--- src/rtl/sched_pkg.sv ---
// Shared kinds and ordering helpers for the request scheduler.
package sched_pkg;
    localparam int KIND_W = 3;

    typedef enum logic [KIND_W-1:0] {
        KIND_READ   = 3'd0,
        KIND_WRITE  = 3'd1,
        KIND_IFETCH = 3'd2,
        KIND_MBAR   = 3'd3,
        KIND_IBAR   = 3'd4
    } req_kind_e;

    // True for either barrier kind.
    function automatic logic kind_is_barrier(input logic [KIND_W-1:0] k);
        return (k == KIND_MBAR) || (k == KIND_IBAR);
    endfunction

    // True for kinds that return data to the requester.
    function automatic logic kind_is_load(input logic [KIND_W-1:0] k);
        return (k == KIND_READ) || (k == KIND_IFETCH);
    endfunction

    // True when two requests of one requester must keep their order.
    function automatic logic must_keep_order(input logic [KIND_W-1:0] ka,
                                             input logic [KIND_W-1:0] kb,
                                             input logic same_loc);
        return kind_is_barrier(ka) || kind_is_barrier(kb) || same_loc;
    endfunction
endpackage

--- src/rtl/req_window.sv ---
// Per-requester reorder window.
// Holds up to DEPTH requests in age order (slot 0 oldest) and compacts on removal.
// Presents the oldest conflict-free load, else the oldest entry. The oldest entry
// is forced out after BYPASS_MAX overtakes. While hold is high the previous
// choice is kept. Assumes pop is asserted only while has_entry is high.
module req_window
    import sched_pkg::*;
#(
    parameter int ADDR_W     = 8,
    parameter int DATA_W     = 16,
    parameter int DEPTH      = 4,
    parameter int BYPASS_MAX = 2,
    localparam int IDX_W     = (DEPTH > 1) ? $clog2(DEPTH) : 1,
    localparam int CNT_W     = $clog2(DEPTH + 1),
    localparam int BYP_W     = $clog2(BYPASS_MAX + 1)
) (
    input  logic              clk,
    input  logic              rst_n,
    input  logic              push_valid,
    output logic              push_ready,
    input  logic [KIND_W-1:0] push_kind,
    input  logic [ADDR_W-1:0] push_addr,
    input  logic [DATA_W-1:0] push_data,
    input  logic              hold,
    input  logic              pop,
    output logic              has_entry,
    output logic [KIND_W-1:0] sel_kind,
    output logic [ADDR_W-1:0] sel_addr,
    output logic [DATA_W-1:0] sel_data
);
    logic [KIND_W-1:0] kind_q [DEPTH];
    logic [ADDR_W-1:0] addr_q [DEPTH];
    logic [DATA_W-1:0] data_q [DEPTH];
    logic [KIND_W-1:0] n_kind [DEPTH];
    logic [ADDR_W-1:0] n_addr [DEPTH];
    logic [DATA_W-1:0] n_data [DEPTH];
    logic [CNT_W-1:0]  count_q, n_count;
    logic [BYP_W-1:0]  byp_q, n_byp;
    logic [IDX_W-1:0]  sel_q, sel_idx;
    logic [DEPTH-1:0]  live, elig, load_elig;
    logic              do_push;

    assign push_ready = (count_q < CNT_W'(DEPTH));
    assign has_entry  = (count_q != '0);
    assign do_push    = push_valid && push_ready;

    // Mark occupied slots.
    always_comb begin
        for (int i = 0; i < DEPTH; i++) live[i] = (CNT_W'(i) < count_q);
    end

    // An entry is eligible when no older occupied entry binds it.
    always_comb begin
        for (int i = 0; i < DEPTH; i++) begin
            elig[i] = live[i];
            for (int j = 0; j < DEPTH; j++) begin
                if (j < i && live[j] &&
                    must_keep_order(kind_q[i], kind_q[j], addr_q[i] == addr_q[j]))
                    elig[i] = 1'b0;
            end
            load_elig[i] = elig[i] && kind_is_load(kind_q[i]);
        end
    end

    // Choose the slot to present: held, forced head, oldest eligible load, or head.
    always_comb begin
        sel_idx = '0;
        if (hold) begin
            sel_idx = sel_q;
        end else if (byp_q < BYP_W'(BYPASS_MAX)) begin
            for (int i = DEPTH - 1; i >= 0; i--) begin
                if (load_elig[i]) sel_idx = IDX_W'(i);
            end
        end
    end

    assign sel_kind = kind_q[sel_idx];
    assign sel_addr = addr_q[sel_idx];
    assign sel_data = data_q[sel_idx];

    // Compute the compacted and appended contents for the next cycle.
    always_comb begin
        n_kind  = kind_q;
        n_addr  = addr_q;
        n_data  = data_q;
        n_count = count_q;
        n_byp   = byp_q;
        if (pop) begin
            for (int i = 0; i < DEPTH - 1; i++) begin
                if (IDX_W'(i) >= sel_idx) begin
                    n_kind[i] = kind_q[i+1];
                    n_addr[i] = addr_q[i+1];
                    n_data[i] = data_q[i+1];
                end
            end
            n_count = count_q - CNT_W'(1);
            if (sel_idx == '0)                       n_byp = '0;
            else if (byp_q < BYP_W'(BYPASS_MAX))     n_byp = byp_q + BYP_W'(1);
        end
        if (do_push) begin
            for (int i = 0; i < DEPTH; i++) begin
                if (CNT_W'(i) == n_count) begin
                    n_kind[i] = push_kind;
                    n_addr[i] = kind_is_barrier(push_kind) ? '0 : push_addr;
                    n_data[i] = kind_is_barrier(push_kind) ? '0 : push_data;
                end
            end
            n_count = n_count + CNT_W'(1);
        end
    end

    // Register window contents, occupancy, overtake count and presented slot.
    always_ff @(posedge clk) begin
        if (!rst_n) begin
            for (int i = 0; i < DEPTH; i++) begin
                kind_q[i] <= '0;
                addr_q[i] <= '0;
                data_q[i] <= '0;
            end
            count_q <= '0;
            byp_q   <= '0;
            sel_q   <= '0;
        end else begin
            kind_q  <= n_kind;
            addr_q  <= n_addr;
            data_q  <= n_data;
            count_q <= n_count;
            byp_q   <= n_byp;
            sel_q   <= sel_idx;
        end
    end
endmodule

--- src/rtl/rr_arbiter.sv ---
// Round-robin grant among N requesters.
// The search starts after the last requester served. A grant left untaken is
// locked until taken. Assumes a locked requester keeps its request high.
module rr_arbiter #(
    parameter int N   = 3,
    localparam int IW = (N > 1) ? $clog2(N) : 1
) (
    input  logic          clk,
    input  logic          rst_n,
    input  logic [N-1:0]  req,
    input  logic          take,
    output logic [N-1:0]  grant,
    output logic [IW-1:0] grant_idx,
    output logic          locked
);
    logic [IW-1:0] ptr_q, gidx_q, pick_idx;
    logic          lock_q, found, any;

    // Search cyclically from the pointer for the first requester.
    always_comb begin
        found    = 1'b0;
        pick_idx = '0;
        for (int k = 0; k < N; k++) begin
            int t;
            t = int'(ptr_q) + k;
            if (t >= N) t = t - N;
            if (!found && req[t]) begin
                found    = 1'b1;
                pick_idx = IW'(t);
            end
        end
    end

    assign grant_idx = lock_q ? gidx_q : pick_idx;
    assign any       = lock_q || found;
    assign grant     = any ? (N'(1) << grant_idx) : '0;
    assign locked    = lock_q;

    // Advance the pointer on a take and lock a grant left untaken.
    always_ff @(posedge clk) begin
        if (!rst_n) begin
            ptr_q  <= '0;
            gidx_q <= '0;
            lock_q <= 1'b0;
        end else begin
            if (take) ptr_q <= (int'(grant_idx) == N - 1) ? '0 : grant_idx + IW'(1);
            gidx_q <= grant_idx;
            lock_q <= any && !take;
        end
    end
endmodule

--- src/rtl/mem_req_sched.sv ---
// Merges NUM_REQ request streams into one ordered access stream.
// Contains one reorder window per requester and a round-robin arbiter.
// The output is combinational from registered window state.
module mem_req_sched
    import sched_pkg::*;
#(
    parameter int NUM_REQ    = 3,
    parameter int ADDR_W     = 8,
    parameter int DATA_W     = 16,
    parameter int WIN_DEPTH  = 4,
    parameter int BYPASS_MAX = 2,
    localparam int SRC_W     = (NUM_REQ > 1) ? $clog2(NUM_REQ) : 1
) (
    input  logic                      clk,
    input  logic                      rst_n,
    input  logic [NUM_REQ-1:0]        in_valid,
    output logic [NUM_REQ-1:0]        in_ready,
    input  logic [NUM_REQ*KIND_W-1:0] in_kind,
    input  logic [NUM_REQ*ADDR_W-1:0] in_addr,
    input  logic [NUM_REQ*DATA_W-1:0] in_data,
    output logic                      out_valid,
    input  logic                      out_ready,
    output logic [SRC_W-1:0]          out_src,
    output logic [KIND_W-1:0]         out_kind,
    output logic [ADDR_W-1:0]         out_addr,
    output logic [DATA_W-1:0]         out_data
);
    logic [NUM_REQ-1:0] w_has, arb_grant;
    logic [KIND_W-1:0]  w_kind [NUM_REQ];
    logic [ADDR_W-1:0]  w_addr [NUM_REQ];
    logic [DATA_W-1:0]  w_data [NUM_REQ];
    logic [SRC_W-1:0]   arb_idx;
    logic               arb_locked, take;

    assign take = out_valid && out_ready;

    for (genvar g = 0; g < NUM_REQ; g++) begin : g_win
        req_window #(
            .ADDR_W(ADDR_W), .DATA_W(DATA_W),
            .DEPTH(WIN_DEPTH), .BYPASS_MAX(BYPASS_MAX)
        ) u_win (
            .clk       (clk),
            .rst_n     (rst_n),
            .push_valid(in_valid[g]),
            .push_ready(in_ready[g]),
            .push_kind (in_kind[g*KIND_W +: KIND_W]),
            .push_addr (in_addr[g*ADDR_W +: ADDR_W]),
            .push_data (in_data[g*DATA_W +: DATA_W]),
            .hold      (arb_locked && (arb_idx == SRC_W'(g))),
            .pop       (take && arb_grant[g]),
            .has_entry (w_has[g]),
            .sel_kind  (w_kind[g]),
            .sel_addr  (w_addr[g]),
            .sel_data  (w_data[g])
        );
    end

    rr_arbiter #(.N(NUM_REQ)) u_arb (
        .clk      (clk),
        .rst_n    (rst_n),
        .req      (w_has),
        .take     (take),
        .grant    (arb_grant),
        .grant_idx(arb_idx),
        .locked   (arb_locked)
    );

    // Route the granted window's entry to the access port.
    always_comb begin
        out_valid = |arb_grant;
        out_src   = arb_idx;
        out_kind  = w_kind[arb_idx];
        out_addr  = w_addr[arb_idx];
        out_data  = w_data[arb_idx];
    end
endmodule

--- config.mk ---
export PLATFORM = sky130hd
export DESIGN_NAME = mem_req_sched
export DESIGN_NICKNAME = d
export VERILOG_FILES = /design/src/rtl/sched_pkg.sv /design/src/rtl/req_window.sv /design/src/rtl/rr_arbiter.sv /design/src/rtl/mem_req_sched.sv
export SDC_FILE = /design/constraint.sdc
export NUM_CORES = 1
export LEC_CHECK = 0
export BUFFER_PORTS_ARGS = -buffer_cell sky130_fd_sc_hd__clkbuf_2
export CORE_ASPECT_RATIO = 1.25
export CORE_MARGIN = 8
export CORE_UTILIZATION = 58
export DETAILED_ROUTE_END_ITERATION = 16
export PLACE_DENSITY = 0.86
export REMOVE_ABC_BUFFERS = 1
export SLEW_MARGIN = 10
export SYNTH_ARGS = -nofsm -noshare
export SYNTH_HDL_FRONTEND = slang
export SYNTH_SLANG_ARGS = --single-unit
export TNS_END_PERCENT = 5
--- constraint.sdc ---
create_clock -name clk -period 4.1 [get_ports clk]
set_input_delay 0.205 -clock clk [delete_from_list [all_inputs] [get_ports clk]]
set_output_delay 0.205 -clock clk [all_outputs]
set_load 0.01 [all_outputs]
* Yosys cells after proc, flatten, opt, wreduce, memory -nomap -nowiden
Index checks and enable logic that the tools add are counted.
** Storage, ports and cells
- Logic and storage cells :: 511
- Register bits after elaboration :: 350
- Output and inout bits :: 33
** Cells by class
- Order comparisons :: 37
- Reductions and logical operators :: 142
- Shift-type cells :: 1
- Bitwise logic cells :: 4
- Eq/ne operators :: 72
- Add/sub/neg operators :: 15
- Mux-type cells :: 192
** Operators by type and width (number)
- $mux 16 :: 32
- $mux 8 :: 32
- $mux 32 :: 6
- $mux 64 :: 3
- $eq 8x8->1 :: 18
- $mux 48 :: 3
- $bmux 16 s2 :: 4
- $mux 3 :: 36
- $lt 32x4->1 const B :: 3
- $eq 3x2->1 const B :: 27
- $mux 24 :: 3
- $bmux 8 s2 :: 4
- $ge 32x3->1 const B :: 2
- $logic_or 1x1->1 :: 64
- $sub 32x3->32 const B :: 2
- $mux 2 :: 29
- $eq 3x3->1 const B :: 15
- $logic_not 3->1 :: 15
- $logic_and 1x1->1 :: 43
- $mux 12 :: 3
- $mux 1 :: 27
- $mux 9 :: 3
- $bmux 3 s2 :: 4
- $eq 2x3->1 const A :: 6
- 26 further kinds :: 79

* Longest topological paths before layout
- Depth after elaboration :: 23
- Mapped depth :: 20

* Cells and area by module
Synthesis repeated with hierarchy kept, for this count alone.
** Second synthesis, totals
- Cells, all modules :: 2843
- Area, all modules :: 22326.4 sq um
** Modules (own cells, without submodules)
- req_window (g_win[1].u_win ...) :: instances 2, area each 7046.8 sq um, seq. area each 2302.2 sq um, cells each 870
- req_window (g_win[0].u_win) :: instances 1, area each 6969.2 sq um, seq. area each 2302.2 sq um, cells each 976
- mem_req_sched :: instances 1, area each 815.8 sq um, seq. area each 0.0 sq um, cells each 74
- rr_arbiter :: instances 1, area each 447.9 sq um, seq. area each 100.1 sq um, cells each 53

* Least setup slack after synthesis
No wires, ideal clock.
- Path kind :: reg-to-reg
- Start :: register g_win[0].u_win.count_q[0]
- End :: register g_win[1].u_win.data_q[10] (netlist bit)
- Data required time :: 3.972 ns
- Cell stages (with the launch flop) :: 20
- Period minus slack after synthesis :: 3.713 ns
- Setup time :: 0.128 ns
- Setup slack :: 0.387 ns
- Arrival time :: 3.585 ns
- Cell sequence :: dfxtp_1 > clkbuf_1 > inv_1 > ha_1 > nor2b_1 > maj3_1 > o221ai_1 > a31oi_1 > buf_2 > and3_1 > clkbuf_1 > xnor2_1 > inv_1 > ha_1 > ha_1 > nand2_1 > clkbuf_1 > nor2_1 > a21oi_1 > nor2_1
** On the way
- Word-level cells in the longest chain between the ends :: 20
** Ends and longest elaborated chain
- start: declaration :: line req_window.sv:37 : logic [CNT_W-1:0] count_q, n_count;
- start signal: assignment :: line req_window.sv:127 : count_q <= n_count;
- $reduce_bool 3->1 (*) :: line req_window.sv:44 : assign has_entry = (count_q != '0);
- $bmux 1 s2 :: line rr_arbiter.sv:27 : if (!found && req[t]) begin
- $mux 1 (implied by the code) (2 in series) :: line rr_arbiter.sv:27
- $mux 1 :: line rr_arbiter.sv:27
- $logic_not 1->1 :: line rr_arbiter.sv:27
- $logic_and 1x1->1 :: line rr_arbiter.sv:27
- $mux 1 :: line rr_arbiter.sv:27
- $logic_not 1->1 :: line rr_arbiter.sv:27
- [... 3 more ...]
- net out_src[0] :: line mem_req_sched.sv:23 : output logic [SRC_W-1:0] out_src,
- $shl 1x2->3 (*) :: line rr_arbiter.sv:36 : assign grant = any ? (N'(1) << grant_idx) : '0;
- $mux 3 (*) :: line rr_arbiter.sv:36
- $reduce_or 3->1 :: line mem_req_sched.sv:70 : out_valid = |arb_grant;
- $logic_and 1x1->1 :: line mem_req_sched.sv:35 : assign take = out_valid && out_ready;
- $logic_and 1x1->1 (*) :: line mem_req_sched.sv:50 : .pop (take && arb_grant[g]),
- $mux 3 (*) :: line req_window.sv:88 : if (pop) begin
- $eq 2x3->1 (*) :: line req_window.sv:102 : if (CNT_W'(i) == n_count) begin
- $reduce_and 2->1 (no line) (*)
- end signal: assignment :: line req_window.sv:126 : data_q <= n_data;
- end: declaration :: line req_window.sv:33 : logic [DATA_W-1:0] data_q [DEPTH];
The timed path passes the listed nets; every way through them passes the cells marked *. The select of a mux whose other input is x is not followed.
A chain may end at the register's enable or synchronous reset.

* Worst setup path in the final report
- Start :: register g_win[0].u_win.addr_q[1] (netlist bit)
- End :: output port out_addr[1]
** On the way
- Word-level cells in the longest chain between the ends :: 20
** Ends and longest elaborated chain
- start: declaration :: line req_window.sv:32 : logic [ADDR_W-1:0] addr_q [DEPTH];
- start signal: assignment :: line req_window.sv:125 : addr_q <= n_addr;
- $eq 8x8->1 :: line req_window.sv:58 : must_keep_order(kind_q[i], kind_q[j], addr_q[i] == addr_q[j]))
- $logic_or 1x1->1 :: line sched_pkg.sv:27 : return kind_is_barrier(ka) || kind_is_barrier(kb) || same_loc;
- $logic_and 1x1->1 :: line req_window.sv:57 : if (j < i && live[j] &&
- $mux 1 (3 in series) :: line req_window.sv:57
- $logic_and 1x1->1 :: line req_window.sv:61 : load_elig[i] = elig[i] && kind_is_load(kind_q[i]);
- $mux 2 (4 in series) :: line req_window.sv:72 : if (load_elig[i]) sel_idx = IDX_W'(i);
- $mux 2 :: line req_window.sv:70 : end else if (byp_q < BYP_W'(BYPASS_MAX)) begin
- $mux 2 :: line req_window.sv:68 : if (hold) begin
- $not 2->3 (implied by the code) :: line req_window.sv:78 : assign sel_addr = addr_q[sel_idx];
- $bmux 8 s2 (*) :: line req_window.sv:78
- $mux 8 (implied by the code) (*) (2 in series) :: line req_window.sv:78
- $bmux 8 s2 (*) :: line mem_req_sched.sv:73 : out_addr = w_addr[arb_idx];
- $mux 8 (implied by the code) (*) (2 in series) :: line mem_req_sched.sv:73
- end: declaration :: line mem_req_sched.sv:25 : output logic [ADDR_W-1:0] out_addr,
Every way passes the cells marked *; elsewhere a longest branch is shown, timed or not. The select of a mux whose other input is x is not followed.

==> results.cfg <==
[setup_path]
cp_slowest_stage_delay_ns = 0.50
end_kind = output port
start_kind = register
required_ns = 3.89
crit_fanout = 57
critPathArrivalTime_ns = 3.90
worstPathCellList = xor2_1 > nor4_2 > a21oi_1 > o211ai_2 > a211oi_1 > or2_2 > buf_12 > a221oi_1 > o22ai_2 > a211o_1 > clkbuf_2
ff2ff_path_depth = 17
crit_slowest_cell = dfxtp_1
path_class = register to output port

[final_layout]
multi_input_area_um2 = 12530
seq_area_um2 = 7020
diodes = 0
syn2layout_area_growth_pct = 12.75
final_nets = 2574
layout_common_cells = 339 x dfxtp_1, 275 x mux2i_1, 238 x a21oi_1
final_core_util = 0.6622
layout_commonest_cell = dfxtp_1
drive_above_1_share = 0.1424
fillers = 2770

[outcome]
violations = negative setup slack
status = finished with violations

[cts]
h-tree-depth = 2
clkTransAtPathRegs_ns = 0.06
clock_latency_ns = 0.53
clock_sinks = 350
cts_buffer_depth = 3
numCtsBuffers = 35
cts_tree = yes
cts_root_buffer = clkbuf_16

[route]
vias_per_cell = 6.786
first_iter_violations = 2535
wl_um = 66740
drt_first_pass_iters = 6
wire_per_inst_um = 22.49
drtAntennaViolNets = 0
drc = 0
dr_total_vias = 20130

[synth]
synth_enable_flop_cells = 0
synth_seq_cells = 350
syn_avg_cell_area_um2 = 8.308
async_flop_share = 0
ys_warn_count = 0
syn-instance-count = 2493
ys.flop_type = dfxtp_1
synth_area_um2 = 20710
ys_types = 70
seq_area_frac_synth = 0.3383

[die]
initial_core_util = 0.5874
die_area_um2 = 42050
die_w_um = 185.0
core_area_um2 = 35260
num_io_pins = 120
rows = 77
die_y_um = 227.3

[sta]
worst_clock_skew_ns = 0.01551
setup_violations = 1
tightest_slew_ns = 1.017
max_freq_ghz = 0.2437
drv_slew = 0
layout_setup_ws_ns = -0.003291
post-route-period-util = 1.001
rsz0062_at_grt = yes
slew_headroom = 0.3219
hold_viol = 0
period_needed_ns = 4.103

[pwr]
p_switching_mw = 11.04
peakVddDrop_uv = 602.0
sw_frac_of_total = 0.4843
power_density_nw_per_um2 = 976.3
seqPwrFrac = 0.244
power.leakage_nw = 9.601
p_int_mw = 11.76
combPwrFrac = 0.601
clock_power_share = 0.154

[global_routing]
first_global_vias = 19570
antenna_found_initial = 0
track_usage = 0.3002
grt_overflow_total = 0
grt_max_degree = 127
grt_pass1_wl_um = 102700

[placed_design]
port-buffer-count = 119
pre_cts_ws_ns = 0.2173
gp_congestion = 0.9775
dp.final_hpwl_um = 42000

[worst_hold_path]
hold_class = primary input to register
min_delay_path_depth = 3

[run]
drv_cap = 0
## layer usage
layer | vias to the layer above | global-route usage | wire [um]
met5 | - | 0 | 0
met3 | 308 | 0.05333 | 6328
met2 | 1259 | 0.4896 | 31100
li1 | 8980 | - | -
met4 | 0 | 0.2097 | 4668
met1 | 9587 | 0.3554 | 24640
## timing repair
item / 4_1_cts / 5_1_grt
hold buffers: 41 / 0
pin swaps: 0 / 3
hold endpoints to repair: 56 / 0
cloned: 0 / 1
buffers inserted: 0 / 2
resized for setup: 9 / 29
setup endpoints to repair: 19 / 28
## cell type report
type / instances / share of cell area
clock inverter: 12 / 0.008359
tap: 474 / 0.02540
timing repair buffer: 226 / 0.07480
multi-input combinational: 1799 / 0.5364
sequential: 350 / 0.3006
inverter: 57 / 0.009377
clock buffer: 49 / 0.04501
## cell families after synthesis
family | count (synthesis) | share of synthesized area
AOI/OAI and AO/OA | 756 | 0.2481
and+or+nand+nor | 564 | 0.1174
DFF | 350 | 0.3383
buffers and inverters | 345 | 0.07080
muxes | 302 | 0.1476
xor gates and xnor gates | 157 | 0.06639
adders and majority gates | 19 | 0.01136
## flip-flops by register name, summed over array words and instances (netlist names)
| register | cells |
|---|---|
| u_arb.locked | 1 |
| g_win.u_win.byp_q | 6 |
| u_arb.gidx_q | 2 |
| g_win.u_win.data_q | 192 |
| u_arb.ptr_q | 2 |
| g_win.u_win.sel_q | 6 |
| g_win.u_win.addr_q | 96 |
| g_win.u_win.kind_q | 36 |
| g_win.u_win.count_q | 9 |
## synthesized netlist by cell type (14+ instances only)
cell type	n	area (um^2)
nand2_1	216	810.8
o2bb2ai_1	28	245.2
dfxtp_1	350	7007
o22ai_1	122	763.2
inv_1	54	202.7
buf_1	18	67.56
o22ai_2	17	212.7
nor2_1	225	844.6
buf_2	68	340.3
nor4_1	27	168.9
clkbuf_1	185	694.4
a211oi_1	63	473.0
a221oi_1	108	945.9
xor2_1	106	928.4
nor3_1	14	70.07
a311oi_1	28	245.2
o21ai_0	65	325.3
a21oi_1	243	1216
mux2_2	27	304.0
nand3_1	19	95.09
a211o_1	29	254.0
xnor2_1	51	446.7
mux2i_1	275	2753
ha_1	18	225.2
## worst max-delay path: cells and delay by family (launching register included)
kind                      cells  cell delay [ns]
buffers and inverters         2             0.37
DFF                           1             0.50
and+or+nand+nor               2             0.78
AOI/OAI and AO/OA             6             1.51
xor gates and xnor gates      1             0.16
## final timing paths
check	to	start	slack [ns]
hold reg to reg	g_win[0].u_win.data_q[25]	g_win[0].u_win.data_q[25]	0.50
setup reg to reg	g_win[1].u_win.data_q[0]	u_arb.ptr_q[0]	0.20
hold / removal	g_win[0].u_win.data_q[38]	in_data[6]	0.004
setup / recovery	out_addr[1]	g_win[0].u_win.addr_q[1]	-0.003
## power groups by stage
stage          clock (mW)  combinational (mW)  sequential, mW
2_1_floorplan           0                8.84            5.24
3_3_place_gp            0                12.6            5.47
3_5_place_dp            0                12.9            5.56
4_1_cts              3.52                13.1            5.50
5_1_grt              3.67                14.3            5.67
6_report             3.52                13.7            5.57
## through the flow
step	TNS, ns	hold WS, ns	instances	area, um^2	power, mW
3_3_place_gp	0	0.4135	2862	21530	18.06
6_report	-0.003291	0.003556	2967	23350	22.80
4_1_cts	0	0.0003932	2964	23220	22.08
5_1_grt	-0.1660	0.001313	2967	23350	23.63
3_5_place_dp	0	0.4171	2862	21530	18.44
2_1_floorplan	-812.79	0.2920	2205	19460	14.08
(Power assumes the default switching activity.)
